===== src/rtl/smb_reg_pkg.sv =====
package smb_reg_pkg;
  typedef enum logic [2:0] {
    ST_IDLE, ST_RX, ST_RX_ACK, ST_TX, ST_TX_ACK, ST_SKIP
  } st_e;

  typedef enum logic [1:0] {K_ADDR, K_CMD, K_WCNT, K_WDAT} kind_e;
endpackage


===== src/rtl/smb_line_sync.sv =====
module smb_line_sync #(
  parameter int STAGES = 2
) (
  input  logic clk_i,
  input  logic rst_ni,
  input  logic scl_i,
  input  logic sda_i,
  output logic sda_o,
  output logic scl_rise_o,
  output logic scl_fall_o,
  output logic start_o,
  output logic stop_o
);
  logic [STAGES-1:0] scl_ff, sda_ff;
  logic scl_s, sda_s, scl_q, sda_q;

  always_ff @(posedge clk_i or negedge rst_ni) begin
    if (!rst_ni) begin
      scl_ff <= '1;
      sda_ff <= '1;
      scl_q  <= 1'b1;
      sda_q  <= 1'b1;
    end else begin
      scl_ff <= {scl_ff[STAGES-2:0], scl_i};
      sda_ff <= {sda_ff[STAGES-2:0], sda_i};
      scl_q  <= scl_s;
      sda_q  <= sda_s;
    end
  end

  assign scl_s      = scl_ff[STAGES-1];
  assign sda_s      = sda_ff[STAGES-1];
  assign sda_o      = sda_s;
  assign scl_rise_o = scl_s & ~scl_q;
  assign scl_fall_o = ~scl_s & scl_q;
  // SDA edge while SCL held high
  assign start_o    = scl_s & scl_q & sda_q & ~sda_s;
  assign stop_o     = scl_s & scl_q & ~sda_q & sda_s;
endmodule


===== src/rtl/smb_reg_bank.sv =====
module smb_reg_bank #(
  parameter int                NREG    = 4,
  parameter int                PW      = 3,
  parameter logic [NREG*8-1:0] RST_VAL = '0
) (
  input  logic              clk_i,
  input  logic              rst_ni,
  input  logic              we_i,
  input  logic [PW-1:0]     idx_i,
  input  logic [7:0]        wdata_i,
  output logic [NREG*8-1:0] regs_o
);
  for (genvar k = 0; k < NREG; k++) begin : g_reg
    logic [7:0] r_q;
    always_ff @(posedge clk_i or negedge rst_ni) begin
      if (!rst_ni)                        r_q <= RST_VAL[8*k +: 8];
      else if (we_i && idx_i == PW'(k))   r_q <= wdata_i;
    end
    assign regs_o[8*k +: 8] = r_q;
  end
endmodule


===== src/rtl/smb_proto_fsm.sv =====
module smb_proto_fsm
  import smb_reg_pkg::*;
#(
  parameter logic [6:0] DEV_ADDR = 7'h69,
  parameter int          NREG    = 4,
  parameter int          PW      = 3
) (
  input  logic              clk_i,
  input  logic              rst_ni,
  input  logic              sda_i,
  input  logic              scl_rise_i,
  input  logic              scl_fall_i,
  input  logic              start_i,
  input  logic              stop_i,
  input  logic [NREG*8-1:0] regs_i,
  output logic              wr_en_o,
  output logic [PW-1:0]     wr_idx_o,
  output logic [7:0]        wr_data_o,
  output logic              sda_oe_o,
  output st_e               st_o,
  output logic [PW-1:0]     ptr_o
);
  st_e         st_q;
  kind_e       kind_q;
  logic [2:0]  cnt_q;
  logic [1:0]  ph_q;
  logic [7:0]  sh_q;
  logic        oe_q, rd_q, blk_q, pend_q;
  logic [PW-1:0] ptr_q, idx_q;
  logic [7:0]  byte_in, tx_byte;
  logic        last_bit, in_range, cmd_byte_ok, cmd_blk_ok;

  assign byte_in     = {sh_q[6:0], sda_i};
  assign last_bit    = scl_rise_i && cnt_q == 3'd7;
  assign in_range    = int'(ptr_q) < NREG;
  assign cmd_byte_ok = byte_in[7] && int'(byte_in[6:0]) < NREG;
  assign cmd_blk_ok  = !byte_in[7] && byte_in[6:0] == 7'd0;

  always_comb begin
    if (pend_q)        tx_byte = 8'(NREG);
    else if (in_range) tx_byte = regs_i[8*int'(ptr_q) +: 8];
    else               tx_byte = 8'h00;
  end

  assign wr_en_o   = st_q == ST_RX && kind_q == K_WDAT && last_bit && in_range
                     && !start_i && !stop_i;
  assign wr_idx_o  = ptr_q;
  assign wr_data_o = byte_in;

  always_ff @(posedge clk_i or negedge rst_ni) begin
    if (!rst_ni) begin
      st_q   <= ST_IDLE;
      kind_q <= K_ADDR;
      cnt_q  <= '0;
      ph_q   <= '0;
      sh_q   <= '0;
      oe_q   <= 1'b0;
      rd_q   <= 1'b0;
      blk_q  <= 1'b1;
      pend_q <= 1'b0;
      ptr_q  <= '0;
      idx_q  <= '0;
    end else if (stop_i) begin
      st_q <= ST_IDLE;
      oe_q <= 1'b0;
    end else if (start_i) begin
      oe_q <= 1'b0;
      // one rise is allowed: a repeated start raises SCL before SDA falls
      if ((st_q == ST_RX || st_q == ST_TX) && cnt_q > 3'd1) begin
        st_q <= ST_IDLE;
      end else begin
        st_q   <= ST_RX;
        kind_q <= K_ADDR;
        cnt_q  <= '0;
      end
    end else begin
      unique case (st_q)
        ST_RX: if (scl_rise_i) begin
          sh_q <= byte_in;
          if (cnt_q != 3'd7) begin
            cnt_q <= cnt_q + 3'd1;
          end else begin
            cnt_q <= '0;
            ph_q  <= '0;
            rd_q  <= 1'b0;
            st_q  <= ST_RX_ACK;
            unique case (kind_q)
              K_ADDR: begin
                if (byte_in[7:1] != DEV_ADDR) begin
                  st_q <= ST_SKIP;
                end else if (byte_in[0]) begin
                  rd_q   <= 1'b1;
                  pend_q <= blk_q;
                  ptr_q  <= blk_q ? '0 : idx_q;
                end else begin
                  kind_q <= K_CMD;
                end
              end
              K_CMD: begin
                if (cmd_byte_ok) begin
                  blk_q  <= 1'b0;
                  idx_q  <= byte_in[PW-1:0];
                  ptr_q  <= byte_in[PW-1:0];
                  kind_q <= K_WDAT;
                end else if (cmd_blk_ok) begin
                  blk_q  <= 1'b1;
                  kind_q <= K_WCNT;
                end else begin
                  st_q <= ST_SKIP;
                end
              end
              K_WCNT: begin
                ptr_q  <= '0;
                kind_q <= K_WDAT;
              end
              K_WDAT: if (in_range) ptr_q <= ptr_q + 1'b1;
              default: st_q <= ST_SKIP;
            endcase
          end
        end

        ST_RX_ACK: begin
          if (ph_q == 2'd0 && scl_fall_i) begin
            oe_q <= 1'b1;
            ph_q <= 2'd1;
          end else if (ph_q == 2'd1 && scl_rise_i) begin
            ph_q <= 2'd2;
          end else if (ph_q == 2'd2 && scl_fall_i) begin
            cnt_q <= '0;
            if (rd_q) begin
              sh_q <= tx_byte;
              oe_q <= ~tx_byte[7];
              st_q <= ST_TX;
              if (pend_q)        pend_q <= 1'b0;
              else if (in_range) ptr_q  <= ptr_q + 1'b1;
            end else begin
              oe_q <= 1'b0;
              st_q <= ST_RX;
            end
          end
        end

        ST_TX: begin
          if (scl_rise_i) begin
            if (cnt_q == 3'd7) begin
              cnt_q <= '0;
              ph_q  <= '0;
              st_q  <= ST_TX_ACK;
            end else begin
              cnt_q <= cnt_q + 3'd1;
            end
          end else if (scl_fall_i && cnt_q != 3'd0) begin
            oe_q <= ~sh_q[6];
            sh_q <= {sh_q[6:0], 1'b0};
          end
        end

        ST_TX_ACK: begin
          if (ph_q == 2'd0 && scl_fall_i) begin
            oe_q <= 1'b0;
            ph_q <= 2'd1;
          end else if (ph_q == 2'd1 && scl_rise_i) begin
            if (sda_i) st_q <= ST_SKIP;
            else       ph_q <= 2'd2;
          end else if (ph_q == 2'd2 && scl_fall_i) begin
            cnt_q <= '0;
            sh_q  <= tx_byte;
            oe_q  <= ~tx_byte[7];
            st_q  <= ST_TX;
            if (pend_q)        pend_q <= 1'b0;
            else if (in_range) ptr_q  <= ptr_q + 1'b1;
          end
        end

        default: ;
      endcase
    end
  end

  assign sda_oe_o = oe_q;
  assign st_o     = st_q;
  assign ptr_o    = ptr_q;
endmodule


===== src/rtl/smb_reg_target.sv =====
module smb_reg_target
  import smb_reg_pkg::*;
#(
  parameter logic [6:0]        DEV_ADDR    = 7'h69,
  parameter int                NREG        = 4,
  parameter int                SYNC_STAGES = 2,
  parameter logic [NREG*8-1:0] RST_VAL     = 32'h00EA_007C
) (
  input  logic              clk_i,
  input  logic              rst_ni,
  input  logic              scl_i,
  input  logic              sda_i,
  output logic              sda_oe_o,
  output logic [NREG*8-1:0] regs_o
);
  localparam int PW = $clog2(NREG + 1);

  logic          sda_s, scl_rise, scl_fall, start_det, stop_det;
  logic          wr_en;
  logic [PW-1:0] wr_idx, ptr;
  logic [7:0]    wr_data;
  st_e           st;

  smb_line_sync #(.STAGES(SYNC_STAGES)) u_sync (
    .clk_i      (clk_i),
    .rst_ni     (rst_ni),
    .scl_i      (scl_i),
    .sda_i      (sda_i),
    .sda_o      (sda_s),
    .scl_rise_o (scl_rise),
    .scl_fall_o (scl_fall),
    .start_o    (start_det),
    .stop_o     (stop_det)
  );

  smb_proto_fsm #(.DEV_ADDR(DEV_ADDR), .NREG(NREG), .PW(PW)) u_fsm (
    .clk_i      (clk_i),
    .rst_ni     (rst_ni),
    .sda_i      (sda_s),
    .scl_rise_i (scl_rise),
    .scl_fall_i (scl_fall),
    .start_i    (start_det),
    .stop_i     (stop_det),
    .regs_i     (regs_o),
    .wr_en_o    (wr_en),
    .wr_idx_o   (wr_idx),
    .wr_data_o  (wr_data),
    .sda_oe_o   (sda_oe_o),
    .st_o       (st),
    .ptr_o      (ptr)
  );

  smb_reg_bank #(.NREG(NREG), .PW(PW), .RST_VAL(RST_VAL)) u_bank (
    .clk_i   (clk_i),
    .rst_ni  (rst_ni),
    .we_i    (wr_en),
    .idx_i   (wr_idx),
    .wdata_i (wr_data),
    .regs_o  (regs_o)
  );
endmodule


===== config.mk =====
export PLATFORM = sky130hd
export DESIGN_NAME = smb_reg_target
export DESIGN_NICKNAME = d
export VERILOG_FILES = /design/src/rtl/smb_reg_pkg.sv /design/src/rtl/smb_line_sync.sv /design/src/rtl/smb_reg_bank.sv /design/src/rtl/smb_proto_fsm.sv /design/src/rtl/smb_reg_target.sv
export SDC_FILE = /design/constraint.sdc
export NUM_CORES = 1
export LEC_CHECK = 0
export ABC_CLOCK_PERIOD_IN_PS = 5500
export BUFFER_PORTS_ARGS = -buffer_cell sky130_fd_sc_hd__buf_4
export CAP_MARGIN = 25
export CORE_MARGIN = 4
export CORE_UTILIZATION = 50
export CTS_CLUSTER_DIAMETER = 60
export DETAILED_ROUTE_END_ITERATION = 8
export GPL_TIMING_DRIVEN = 0
export PLACE_DENSITY = 0.65
export SLEW_MARGIN = 20
export SYNTH_ARGS = -nofsm -noshare
export SYNTH_HDL_FRONTEND = slang
export SYNTH_SLANG_ARGS = --single-unit

===== constraint.sdc =====
create_clock -name clk_i -period 5.5 [get_ports clk_i]
set_input_delay 0.275 -clock clk_i [delete_from_list [all_inputs] [get_ports clk_i]]
set_output_delay 0.275 -clock clk_i [all_outputs]
set_load 0.03 [all_outputs]

# --- After elaboration in Yosys (flattened, before gate mapping) ---
# Index checks and enable logic that the tools add are counted.
totals:
  inputBits: 4
  output_inout_bits: 33
  register_bits: 65
op_classes:
  n_shift: 1
  n_addsub: 2
  muxes: 110
  n_reduce_logical: 47
  magnitude_cmp: 3
  n_eq_ne: 63
  n_bitwise: 16
op_table:
  columns: ["op", "count"]
  rows:
  - ["3-bit 2-to-1 mux", 40]
  - ["7-bit 2-to-1 mux", 10]
  - ["2-bit 2-to-1 mux", 19]
  - ["32-bit by 7-bit variable part select with 8-bit output", 1]
  - ["15-bit AND reduction", 2]
  - ["1-bit 2-to-1 mux", 29]
  - ["7-bit one-hot mux with 4 select lines", 1]
  - ["3-bit one-hot mux with 4 select lines", 2]
  - ["2-bit != test, second input constant", 11]
  - ["7-bit AND reduction", 3]
  - ["4-bit by 1-bit != test with 1-bit output, second input constant", 5]
  - ["4-bit by 2-bit != test with 1-bit output, second input constant", 5]
  - ["3-bit by 2-bit != test with 1-bit output, second input constant", 6]
  - ["3-bit one-hot mux with 3 select lines", 2]
  - ["1-bit logical AND", 17]
  - ["8-bit 2-to-1 mux", 2]
  - ["3-bit by 1-bit != test with 1-bit output, second input constant", 5]
  - ["5-bit by 1-bit != test with 1-bit output, second input constant", 3]
  - ["2-bit by 1-bit != test with 1-bit output, second input constant", 7]
  - ["13-bit AND reduction", 1]
  - ["3-bit by 2-bit equality test with 1-bit output, second input constant", 4]
  - ["4-bit nonzero test", 3]
  - ["11-bit AND reduction", 1]
  - ["5-bit by 2-bit != test with 1-bit output, second input constant", 2]
  - ["32 further kinds", 61]

# --- Depth between registers and ports, before layout ---
# Gate-level depths: netlist (run 1).
logic_depth:
  word_depth: 11
  depth_mapped: 8
  depth_no_buf: 7

# --- Modules after synthesis ---
# A second synthesis (run 1) with hierarchy kept.
hier_totals:
  hier_cells: 303
  hier_area_um2: 3651.0
by_module_without_submodules:
  columns: ["mod", "area_each_um2", "instances", "seq_area_each_um2", "cells_per_inst"]
  rows:
  - ["smb_proto_fsm", 2224.6, 1, 676.9, 223]
  - ["smb_reg_bank", 1236.2, 1, 813.3, 70]
  - ["smb_line_sync", 190.2, 1, 157.7, 10]

# --- Worst setup path before layout (run 1) ---
# No wires, ideal clock.
synth_path:
  kind: "register -> register"
  startpoint: "register u_fsm.sh_q[4]"
  endpoint: "register u_fsm.ptr_q[2], in the netlist u_fsm.ptr_o[2]"
  stages_incl_launch_ff: 7
  arrival_ns: 2.176
  setup_time_ns: 0.124
  n_path_buf: 1
  path_slack_ns: 3.200
  path_cell_list: "dfrtp_1 -> or3_1 -> buf_2 -> or4b_4 -> a311oi_4 -> nand3_2 -> o31a_1"
synth_via:
  elab_chain_cells: 4
  elab_cells_between_ends: 6
synth_lines:
  columns: ["element", "line_no", "text"]
  rows:
  - ["start, declared", "smb_proto_fsm.sv:27", "logic [7:0] sh_q;"]
  - ["start signal, assigned", "smb_proto_fsm.sv:79", "sh_q <= byte_in;"]
  - ["start signal, assigned", "smb_proto_fsm.sv:131", "sh_q <= tx_byte;"]
  - ["start signal, assigned", "smb_proto_fsm.sv:154", "sh_q <= {sh_q[6:0], 1'b0};"]
  - ["7-bit by 3-bit < comparator with 1-bit output", "smb_proto_fsm.sv:36", "assign cmd_byte_ok = byte_in[7] && int'(byte_in[6:0]) < NREG;"]
  - ["1-bit logical AND", "smb_proto_fsm.sv:36", null]
  - ["3-bit by 2-bit != test with 1-bit output (no line)", null, null]
  - ["15-bit AND reduction (no line) *", null, null]
  - ["end signal, assigned", "smb_proto_fsm.sv:94", "ptr_q <= blk_q ? '0 : idx_q;"]
  - ["end signal, assigned", "smb_proto_fsm.sv:103", "ptr_q <= byte_in[PW-1:0];"]
  - ["end signal, assigned", "smb_proto_fsm.sv:116", "K_WDAT: if (in_range) ptr_q <= ptr_q + 1'b1;"]
  - ["end, declared", "smb_proto_fsm.sv:29", "logic [PW-1:0] ptr_q, idx_q;"]
# Every way passes the cells marked *; elsewhere a longest branch is shown, timed or not.
# A chain may end at the register's enable or synchronous reset.

# --- Worst setup path in the final report (run 1) ---
layout_path:
  startpoint: "register u_sync.scl_ff[1]"
  endpoint: "register u_bank.g_reg[3].r_q[0]"
layout_via:
  elab_chain_cells: 7
  elab_cells_between_ends: 14
layout_lines:
  columns: ["element", "line_no", "text"]
  rows:
  - ["start, declared", "smb_line_sync.sv:14", "logic [STAGES-1:0] scl_ff, sda_ff;"]
  - ["start signal, assigned", "smb_line_sync.sv:24", "scl_ff <= {scl_ff[STAGES-2:0], scl_i};"]
  - ["1-bit AND (on tied branches)", "smb_line_sync.sv:37, smb_line_sync.sv:38, smb_line_sync.sv:34", null]
  - ["1-bit AND or 1-bit logical AND (tied branches)", "smb_line_sync.sv:37, smb_proto_fsm.sv:34", null]
  - ["1-bit AND or 1-bit logical AND (tied branches)", "smb_line_sync.sv:37, smb_proto_fsm.sv:45", null]
  - ["1-bit logical NOT or 1-bit logical AND (tied branches)", "smb_proto_fsm.sv:46, smb_proto_fsm.sv:45", null]
  - ["1-bit logical AND", "smb_proto_fsm.sv:46", "&& !start_i && !stop_i;"]
  - ["1-bit logical AND *", "smb_proto_fsm.sv:46", null]
  - ["1-bit logical AND *", "smb_reg_bank.sv:17", "else if (we_i && idx_i == PW'(k)) r_q <= wdata_i;"]
  - ["end signal, assigned", "smb_reg_bank.sv:16", "if (!rst_ni) r_q <= RST_VAL[8*k +: 8];"]
  - ["end signal, assigned", "smb_reg_bank.sv:17", null]
  - ["end, declared", "smb_reg_bank.sv:14", "logic [7:0] r_q;"]
# Marked as above.

==> flow_summary.toml, run 1 <==
[critical_path]
crit_required_ns = 5.72
r2r-end = "u_bank.g_reg[3].r_q[0]"
arrival_ns = 3.05
crit_path_end_kind = "flop"
critical_path_class = "reg -> reg"
r2r_slack_ns = 2.67
crit_fanout = 9
reg2reg_depth = 8
start_kind = "flop"
r2r-start = "u_sync.scl_ff[1]"

[logic_synthesis]
synth_seq_cells = 65
ys.flop_type = "dfrtp_1"
yosysTopAreaCellShare_pct = 33.4
syn_area_per_cell_um2 = 11.4
synthesis.nets = 330
yosysTopAreaCell = "dfrtp_1"
synth_area_leaders = "dfrtp_1 33%, mux2_2 14%, dfstp_2 12%, mux4_2 5.0%, ha_1 3.8%"
synth-seq-area-share_pct = 45.9
synthCells = 315
yosys_warnings = 0
synthArstFlopShare_pct = 100
synth_edf_count = 0
synthDistinctLibCells = 58
syn_area_um2 = 3590

[cts]
clock-sinks = 65
cts_buffers = 9
cts_tree = "done"
htree_levels = 3
post_cts_resized = 0
cts_setup_buffers = 0
ctsLongestPathBuffers = 2
cts-hold-fix-buffers = 0
path_clk_slew_ns = 0.08
clk_latency_ns = 0.34
root_buffer = "clkbuf_8"

[sta]
fmax_mhz = 354
slew_headroom_pct = 39.9
min_period_ns = 2.83
fin_setup_tns_ns = 0
tightest_slew_ns = 0.889
clock_skew_ns = 0.00458
period_share_pct = 51.4
hold_viol_final = 0
rsz0062_at_grt = "no"
setup_viol = 0
drv_slew = 0

[final_layout]
area_growth_pct = 16.1
num-fill-cells = 597
multi_input_area_um2 = 1810
diodes = 0
layout.nets = 377
final_util_pct = 60.7
seq_area_um2 = 1650
drive_gt1_share_pct = 37.1

[global_route]
grt.overflow.total = 0
use_met3_pct = 3.90
grt_pass1_vias = 2780
track_usage_pct = 21.0
grt_use_met2_pct = 32.7
grt.busiest_layer = "met2"
grt_max_degree = 66
antenna_found_initial = 0
grt_use_met1_pct = 29.1
grt_first_pass_wirelength_um = 14200

[power_and_ir_drop]
ir_drop_v = 0.000218
power.leakage_nw = 1.86
powerDensity_nw_per_um2 = 347

[place]
place_congestion = 0.882
dp_hpwl_um = 5980
port_buffers = 36

[drt]
first_pass_iters = 6
ant_nets = 0
vias = 2663
viasPerCell = 5.75
wl_um = 8410
drc = 0
drtIter0Drc = 120
wire_per_inst_um = 18.2

[flow_run]
drv_cap = 0

[floorplanning]
initial_core_util_pct = 52.3
fp-row-count = 30
die-area_um2 = 8600
io_pins = 37
die_w_um = 92.8
coreArea_um2 = 6870
die_height_um = 92.8

[min_path]
hold_class = "in -> async"

[run_status]
outcome = "finished, final reports clean"
## routing by layer
| metal | wire (µm) | vias up | part of all wire [%] |
|---|---|---|---|
| li1 | - | 1252 | - |
| met1 | 3860 | 1318 | 46 |
| met2 | 3980 | 78 | 47 |
| met3 | 427 | 15 | 5.1 |
| met4 | 144 | 0 | 1.7 |
| met5 | 0 | - | 0 |
## cells in the mapped netlist, drive strengths merged (4+ instances only)
cell type / instances
clkbuf: 15
nand3b: 4
o22ai: 4
a21oi: 6
mux4: 8
dfrtp: 48
mux2: 47
o21ai: 14
ha: 11
nand2: 24
nor2b: 6
nor2: 15
inv: 20
dfstp: 17
mux2i: 4
nand2b: 4
nand3: 5
## sequential cells by signal, summed over array words and instances, names as in the netlist
name            cells
u_bank.g.r_q       32
u_fsm.blk_q         1
u_fsm.cnt_q         3
u_fsm.idx_q         3
u_fsm.kind_q        2
u_fsm.pend_q        1
u_fsm.ph_q          2
u_fsm.ptr_o         3
u_fsm.rd_q          1
u_fsm.sda_oe_o      1
u_fsm.sh_q          7
u_fsm.st_o          3
u_sync.scl_ff       2
u_sync.scl_q        1
u_sync.sda_ff       2
u_sync.sda_q        1
## worst max path at each step
stage	endpoint	slack [ns]	from
floorplan	u_fsm.ptr_o[2]	3.20	u_fsm.sh_q[4]
global placement	u_bank.g_reg[3].r_q[0]	2.77	u_sync.scl_ff[1]
detailed placement	u_bank.g_reg[3].r_q[0]	2.75	u_sync.scl_ff[1]
CTS	u_bank.g_reg[3].r_q[0]	2.68	u_sync.scl_ff[1]
global route	u_bank.g_reg[3].r_q[0]	2.43	u_sync.scl_ff[1]
finish	u_bank.g_reg[3].r_q[0]	2.67	u_sync.scl_ff[1]
## placed cells by master (no fill, tap or decap), types with 4 or more instances in the layout
cell type  instances
o21ai_0           13
mux4_2             8
nor2_1            15
nand2b_1           4
dfstp_2           17
ha_1              11
clkbuf_1          15
nand2_1           24
nand3_1            4
nand3b_1           4
clkbuf_8          11
o22ai_1            4
dfrtp_1           48
inv_1             20
mux2i_1            4
nor2b_1            6
mux2_2            46
buf_4             36
a21oi_1            6
## cell families (layout without fill, tap and decap cells)
family	Yosys count	count (layout)	synth area share (%)
buffers and inverters	36	88	3.80
AND/OR/NAND/NOR	86	86	13.3
AO/OA/AOI/OAI	56	56	11.8
flip-flops	65	65	45.9
adder cells (fa/ha/maj)	11	11	3.83
XOR/XNOR	2	2	0.488
multiplexers	59	59	20.9
## area by class of cell
| cell class | count | area share (%) |
|---|---|---|
| Multi-Input combinational cell | 214 | 43.3 |
| Sequential cell | 65 | 39.5 |
| Timing Repair Buffer | 36 | 6.48 |
| Clock buffer | 11 | 3.63 |
| Tap cell | 96 | 2.88 |
| Inverter | 20 | 1.80 |
| Buffer | 16 | 1.47 |
| Clock inverter | 5 | 0.900 |
## worst max-delay path: stages (launching register included)
cell	delay [ns]
dfstp_2	0.53
clkbuf_1	0.28
nor2b_1	0.32
and3_1	0.21
clkbuf_1	0.28
and3_1	0.20
clkbuf_1	0.15
nand2_1	0.31
mux2_1	0.42
## where the power goes
| part | switching [W] | internal [W] | total, W | leakage, nW |
|---|---|---|---|---|
| Clock | 0.000200 | 0.000191 | 0.000390 | 0.0924 |
| Combinational | 0.000276 | 0.000191 | 0.000467 | 0.944 |
| Sequential | 0.0000562 | 0.000533 | 0.000590 | 0.824 |
## metrics by stage
step           cells  instance area, µm²  total power (W)  worst slack (ns)  hold WS, ns
6_report         463                4170          0.00145              2.67       0.0225
5_1_grt          463                4170          0.00154              2.43       0.0255
4_1_cts          463                4170          0.00146              2.68       0.0251
3_5_place_dp     447                3980          0.00106              2.75        0.347
3_3_place_gp     447                3980          0.00106              2.77        0.346
2_1_floorplan    315                3590         0.000936              3.20      -0.0206
Note: power is estimated with default switching activity, not from simulation.
==> run 2, diff against run 1 <==
ABC_CLOCK_PERIOD_IN_PS = 2700   (was 5500)
clock period = 2.7 ns   (was 5.5 ns; I/O delays follow)
==> run 2 against run 1 <==
Net effect:
- non-clock buffer count grew 2
- global-route usage increased by 0.12 points
- sequential power increased by 110%
- via count increased by 0.56%
- register-to-register slack worse by 2.5 ns
- critical path depth is 2 lower
- combinational power grew 110%
- clock skew increased by 0.0017 ns
- final cell count up 0.43%
- routed wire length up 0.71%
- first-iteration DRC count down 12%
- sequential share of layout area shrank 0.42 points
- critical endpoint is now u_fsm.ptr_o[2]
==> flow_summary.toml, run 2 (same netlist as run 1, synthesis figures left out) <==
[cts]
ctsLongestPathBuffers = 2
htree_levels = 3
cts_buffers = 9
cts_tree = "done"
path_clk_slew_ns = 0.08
clk_latency_ns = 0.34
clock-sinks = 65
root_buffer = "clkbuf_8"

[floorplanning]
initial_core_util_pct = 52.3
die_height_um = 92.8
die_w_um = 92.8
io_pins = 37
die-area_um2 = 8600
coreArea_um2 = 6870
fp-row-count = 30

[sta]
drv_slew = 0
hold_slack_ns = 0.355
period_share_pct = 92.7
slew_headroom_pct = 43.0
rsz0062_at_grt = "no"
hold_viol_final = 0
min_period_ns = 2.50
clock_skew_ns = 0.00625
setup_viol = 0
fmax_mhz = 399
tightest_slew_ns = 0.842
fin_setup_tns_ns = 0

[drt]
viasPerCell = 5.76
wl_um = 8470
wire_per_inst_um = 18.2
drtIter0Drc = 106
ant_nets = 0
vias = 2678
drc = 0
first_pass_iters = 4

[power_and_ir_drop]
ir_drop_v = 0.000445
total_power_w = 0.00297
power.leakage_nw = 1.88
powerDensity_nw_per_um2 = 705

[final_layout]
reg_top3 = "u_bank.g.r_q: 32 flops, u_fsm.sh_q: 7 flops"
multi_input_area_um2 = 1830
area_growth_pct = 17.4
regMostFlops = "u_bank.g.r_q"
largest_reg_flops = 32
seq_area_um2 = 1650
num-fill-cells = 591
mostFrequentLayoutCell = "dfrtp_1"
final_cell_mix = "48 x dfrtp_1, 46 x mux2_2, 36 x buf_4"
fin_area_um2 = 4220
layout.nets = 379
drive_gt1_share_pct = 38.8
final_util_pct = 61.4
diodes = 0

[global_route]
grt.overflow.total = 0
track_usage_pct = 21.1
grt_pass1_vias = 2800
antenna_found_initial = 0
grt_first_pass_wirelength_um = 14300
grt_max_degree = 66

[flow_run]
drv_cap = 0

[critical_path]
arrival_ns = 2.74
slowest_stage = "or4b_4"
cp_cell_sequence = "or3_1 > buf_2 > or4b_4 > a311oi_4 > nand3_2 > o31a_1"
cp_top_family = "simple AND/OR/NAND/NOR gates"
start_kind = "flop"
crit_buf_inv = 1
critical_path_class = "reg -> reg"
crit_required_ns = 2.93
slowest_delay_ns = 0.57
crit_fanout = 7
crit_path_end_kind = "flop"
r2r_slack_ns = 0.20
r2r-end = "u_fsm.ptr_o[2]"
reg2reg_depth = 6
r2r-start = "u_fsm.sh_q[4]"

[place]
dp_hpwl_um = 5980
port_buffers = 36
place_congestion = 0.882
place_area_um2 = 3980

[min_path]
hold_start = "u_sync.scl_ff[0]"
hold_class = "reg -> reg"
whs_path_depth = 0
min_to = "u_sync.scl_ff[1]"

[run_status]
outcome = "finished, final reports clean"
[run 2: changes by cell type in the layout (fill, tap and decap cells not counted)]
cell and change:
nor3b_1 -1, nor2b_2 +1, dlygate4sd3_1 +3, clkbuf_2 +1
nand2_2 +4, clkbuf_1 -2, nand2_1 -4, nor2b_1 -1
nor3b_2 +1
[run 2: worst reg2reg max path, cell delays in order (launching register included)]
cell,delay [ns]
dfrtp_1,0.45
or3_1,0.38
buf_2,0.17
or4b_4,0.57
a311oi_4,0.38
nand3_2,0.15
o31a_1,0.30
[run 2: power breakdown]
group          total [W]  internal [W]  switching, W
sequential       0.00121       0.00109      0.000119
clock           0.000802      0.000388      0.000414
combinational   0.000966      0.000397      0.000569
[run 2: how the worst max path moves through the flow]
stage	cells after the start	slack, ns	start	to
2_1_floorplan	6	0.40	u_fsm.sh_q[4]	u_fsm.ptr_o[2]
3_3_place_gp	8	-0.03	u_sync.scl_ff[1]	u_bank.g_reg[3].r_q[0]
3_5_place_dp	8	-0.05	u_sync.scl_ff[1]	u_bank.g_reg[3].r_q[0]
4_1_cts	8	-0.09	u_sync.scl_ff[1]	u_bank.g_reg[0].r_q[0]
5_1_grt	7	0.06	u_sync.scl_ff[1]	u_bank.g_reg[3].r_q[0]
6_report	6	0.20	u_fsm.sh_q[4]	u_fsm.ptr_o[2]
[run 2: timing repair]
item | CTS | global route
setup buffers | 0 | 0
gates resized for setup | 1 | 7
endpoints found under the hold margin | 50 | 0
hold buffers | 3 | 0
setup endpoints to repair | 28 | 35
[run 2: metrics by stage]
| stage | setup slack [ns] | instances |
|---|---|---|
| global route | 0.0636 | 465 |
| finish | 0.196 | 465 |
| CTS | -0.0902 | 466 |
| detailed placement | -0.0477 | 447 |
| floorplan | 0.400 | 315 |
| global placement | -0.0321 | 447 |
[run 2: final cells by class]
cell class | count | share of cell area (%)
multi-input combinational | 214 | 43.3
sequential | 65 | 39.1
timing repair buffer | 39 | 7.12
clock buffer | 11 | 3.59
tap | 96 | 2.85
inverter | 20 | 1.78
buffer | 15 | 1.39
clock inverter | 5 | 0.890
[run 2: per-layer routing]
metal / track usage, % / vias up / wire, µm
li1: - / 1250 / -
met1: 29.1 / 1339 / 3960
met2: 33.1 / 75 / 3990
met3: 3.90 / 14 / 374
met4: 8.06 / 0 / 145
met5: 0 / - / 0
==> run 3, diff against run 2 <==
ABC_AREA = 1   (was not set)
==> run 3 against run 2 <==
Net effect:
- register-to-register slack improved by 0.61 ns
- non-clock buffer count decreased by 4
- flip-flop and latch count unchanged
- core utilization increased by 0.26 points
- maximum frequency increased by 32%
- highest routed layer unchanged
- synthesized cell count increased by 51%
- setup slack improved by 0.61 ns
- combinational power increased by 78%
==> flow_summary.toml, run 3 <==
[run_status]
outcome = "finished, final reports clean"

[drt]
wl_met2_um = 4170
viasPerCell = 5.45
first_pass_iters = 5
wl_um = 9790
wl_met1_um = 4950
dr_wl_met3_um = 514
drc = 0
top_layer_used = "met4"
wire_per_inst_um = 15.6
drtIter0Drc = 296
ant_nets = 0
vias = 3414

[critical_path]
crit_fanout = 11
arrival_ns = 2.14
critical_path_class = "reg -> reg"
reg2reg_depth = 7
crit_path_end_kind = "flop"
slowest_stage = "dfrtp_1"
slowest_delay_ns = 0.39
crit_required_ns = 2.94
cp_cell_sequence = "buf_2 > clkinv_1 > ha_1 > o21ai_0 > o21ai_0 > nand3_1 > nand2_1"
path_common_cell = "o21ai_0"
start_kind = "flop"

[sta]
hold_viol_final = 0
period_share_pct = 70.3
min_period_ns = 1.90
slew_headroom_pct = 46.0
drv_slew = 0
fmax_mhz = 527
tightest_slew_ns = 0.811
fin_setup_tns_ns = 0
clock_skew_ns = 0.0142
rsz0062_at_grt = "no"
setup_viol = 0

[final_layout]
layout.nets = 540
diodes = 0
final_cell_mix = "131 x nand2_1, 48 x dfrtp_1, 41 x inv_1, 41 x nor2_1, 41 x o21ai_1"
area_growth_pct = 17.6
largest_reg_flops = 32
reg_top3 = "u_bank.g.r_q: 32 flops, u_fsm.sh_q: 7 flops"
final_cells = 626
num-fill-cells = 658
mostFrequentLayoutCell = "nand2_1"
regMostFlops = "u_bank.g.r_q"
drive_gt1_share_pct = 19.1

[global_route]
grt_first_pass_wirelength_um = 16500
grt_pass1_vias = 3085
track_usage_pct = 24.4
grt.overflow.total = 0
grt_max_degree = 66
antenna_found_initial = 0

[logic_synthesis]
ys.flop_type = "dfrtp_1"
synth-seq-area-share_pct = 45.3
synthesis.nets = 490
yosysTopAreaCell = "dfrtp_1"
syn_area_per_cell_um2 = 7.66
yosys_warnings = 0
syn_area_um2 = 3640
yosysTopAreaCellShare_pct = 33.0
synthCells = 475
yosysMostFrequentCell = "nand2_1"
synthArstFlopShare_pct = 100
synth_area_leaders = "dfrtp_1 33%, nand2_1 14%, dfstp_2 12%, o21ai_1 5.6%, nand3_1 5.0%"
ys_top_cells_by_count = "131 x nand2_1, 48 x dfrtp_1, 41 x inv_1, 41 x nor2_1, 41 x o21ai_1"
synth_edf_count = 0
synth_seq_cells = 65
synthDistinctLibCells = 34

[cts]
ctsLongestPathBuffers = 2
cts_buffers = 9
clk_latency_ns = 0.35
htree_levels = 3
path_clk_slew_ns = 0.07
root_buffer = "clkbuf_8"
clock-sinks = 65
cts_setup_buffers = 0
cts_tree = "done"

[power_and_ir_drop]
power.leakage_nw = 2.12
powerDensity_nw_per_um2 = 911
ir_drop_v = 0.000517

[floorplanning]
fp-row-count = 30
initial_core_util_pct = 52.4
die_height_um = 93.3
die_w_um = 93.3
coreArea_um2 = 6940
io_pins = 37
die-area_um2 = 8710

[place]
port_buffers = 36
dp_hpwl_um = 7120
placed_cells = 607
place_congestion = 0.927

[flow_run]
drv_cap = 0

[min_path]
hold_class = "reg -> reg"
whs_path_depth = 0
[run 3: cell count changes after synthesis, moves of 6 or more]
| cell | change |
|---|---|
| o21ai_0 | +21 |
| nor2b_1 | -6 |
| nor2_1 | +26 |
| inv_2 | +10 |
| mux4_2 | -8 |
| inv_1 | +21 |
| nand3_1 | +32 |
| mux2_2 | -46 |
| o21ai_1 | +40 |
| nand2_1 | +107 |
| clkbuf_1 | -12 |
[run 3: area by class of cell]
| type | instances | area (µm²) | area share (%) |
|---|---|---|---|
| inverter | 52 | 195 | 4.56 |
| tap | 96 | 120 | 2.81 |
| clock buffer | 11 | 141 | 3.30 |
| buffer | 11 | 77.6 | 1.81 |
| multi-input combinational | 347 | 1720 | 40.2 |
| clock inverter | 5 | 78.8 | 1.84 |
| timing repair buffer | 39 | 300 | 7.02 |
| sequential | 65 | 1650 | 38.5 |
[run 3: repair_timing]
action,CTS,global route
endpoints found under the hold margin,50,0
setup endpoints to repair,0,0
gates resized for setup,0,0
hold buffers,3,0
[run 3: routing by layer]
layer | vias up | track usage [%]
li1 | 1664 | -
met1 | 1625 | 38.3
met2 | 112 | 33.2
met3 | 13 | 4.67
met4 | 0 | 8.18
met5 | - | 0
[run 3: worst paths after layout]
path / start / endpoint / slack [ns]
min in group asynchronous: rst_ni / u_bank.g_reg[3].r_q[2] / 0.42
min reg2reg: u_sync.sda_ff[0] / u_sync.sda_ff[1] / 0.36
min: u_sync.sda_ff[0] / u_sync.sda_ff[1] / 0.36
max in group asynchronous: rst_ni / u_bank.g_reg[3].r_q[5] / 1.74
max reg2reg: u_fsm.ptr_o[1] / u_fsm.ptr_o[1] / 0.80
max: u_fsm.ptr_o[1] / u_fsm.ptr_o[1] / 0.80
[run 3: critical path: cells and delay by family (launching register included)]
kind,cells,cell delay [ns]
buffers and inverters,2,0.59
flip-flops,1,0.39
adder cells (fa/ha/maj),1,0.38
AO/OA/AOI/OAI,2,0.29
AND/OR/NAND/NOR,2,0.14
[run 3: kinds of logic after synthesis]
family | share of synthesized area [%]
simple gates | 28.1
fa+ha+maj | 3.78
buf+inv | 7.49
compound gates | 15.1
flops | 45.3
xor+xnor | 0.241
[run 3: power by group]
part	switching, W	internal (W)
Clock	0.000393	0.000544
Combinational	0.00119	0.000524
Sequential	0.000139	0.00111
[run 3: stage by stage]
step / cell area (µm²) / power [W] / hold slack [ns] / util, % / setup slack [ns]
final: 4280 / 0.00390 / 0.357 / 61.6 / 0.803
after global routing: 4280 / 0.00421 / 0.368 / 61.6 / 0.582
after CTS: 4280 / 0.00389 / 0.358 / 61.6 / 0.803
after detailed placement: 4030 / 0.00294 / 0.245 / 58.0 / 0.816
after global placement: 4030 / 0.00291 / 0.244 / 58.0 / 0.848
after floorplan: 3640 / 0.00249 / -0.161 / - / 1.14
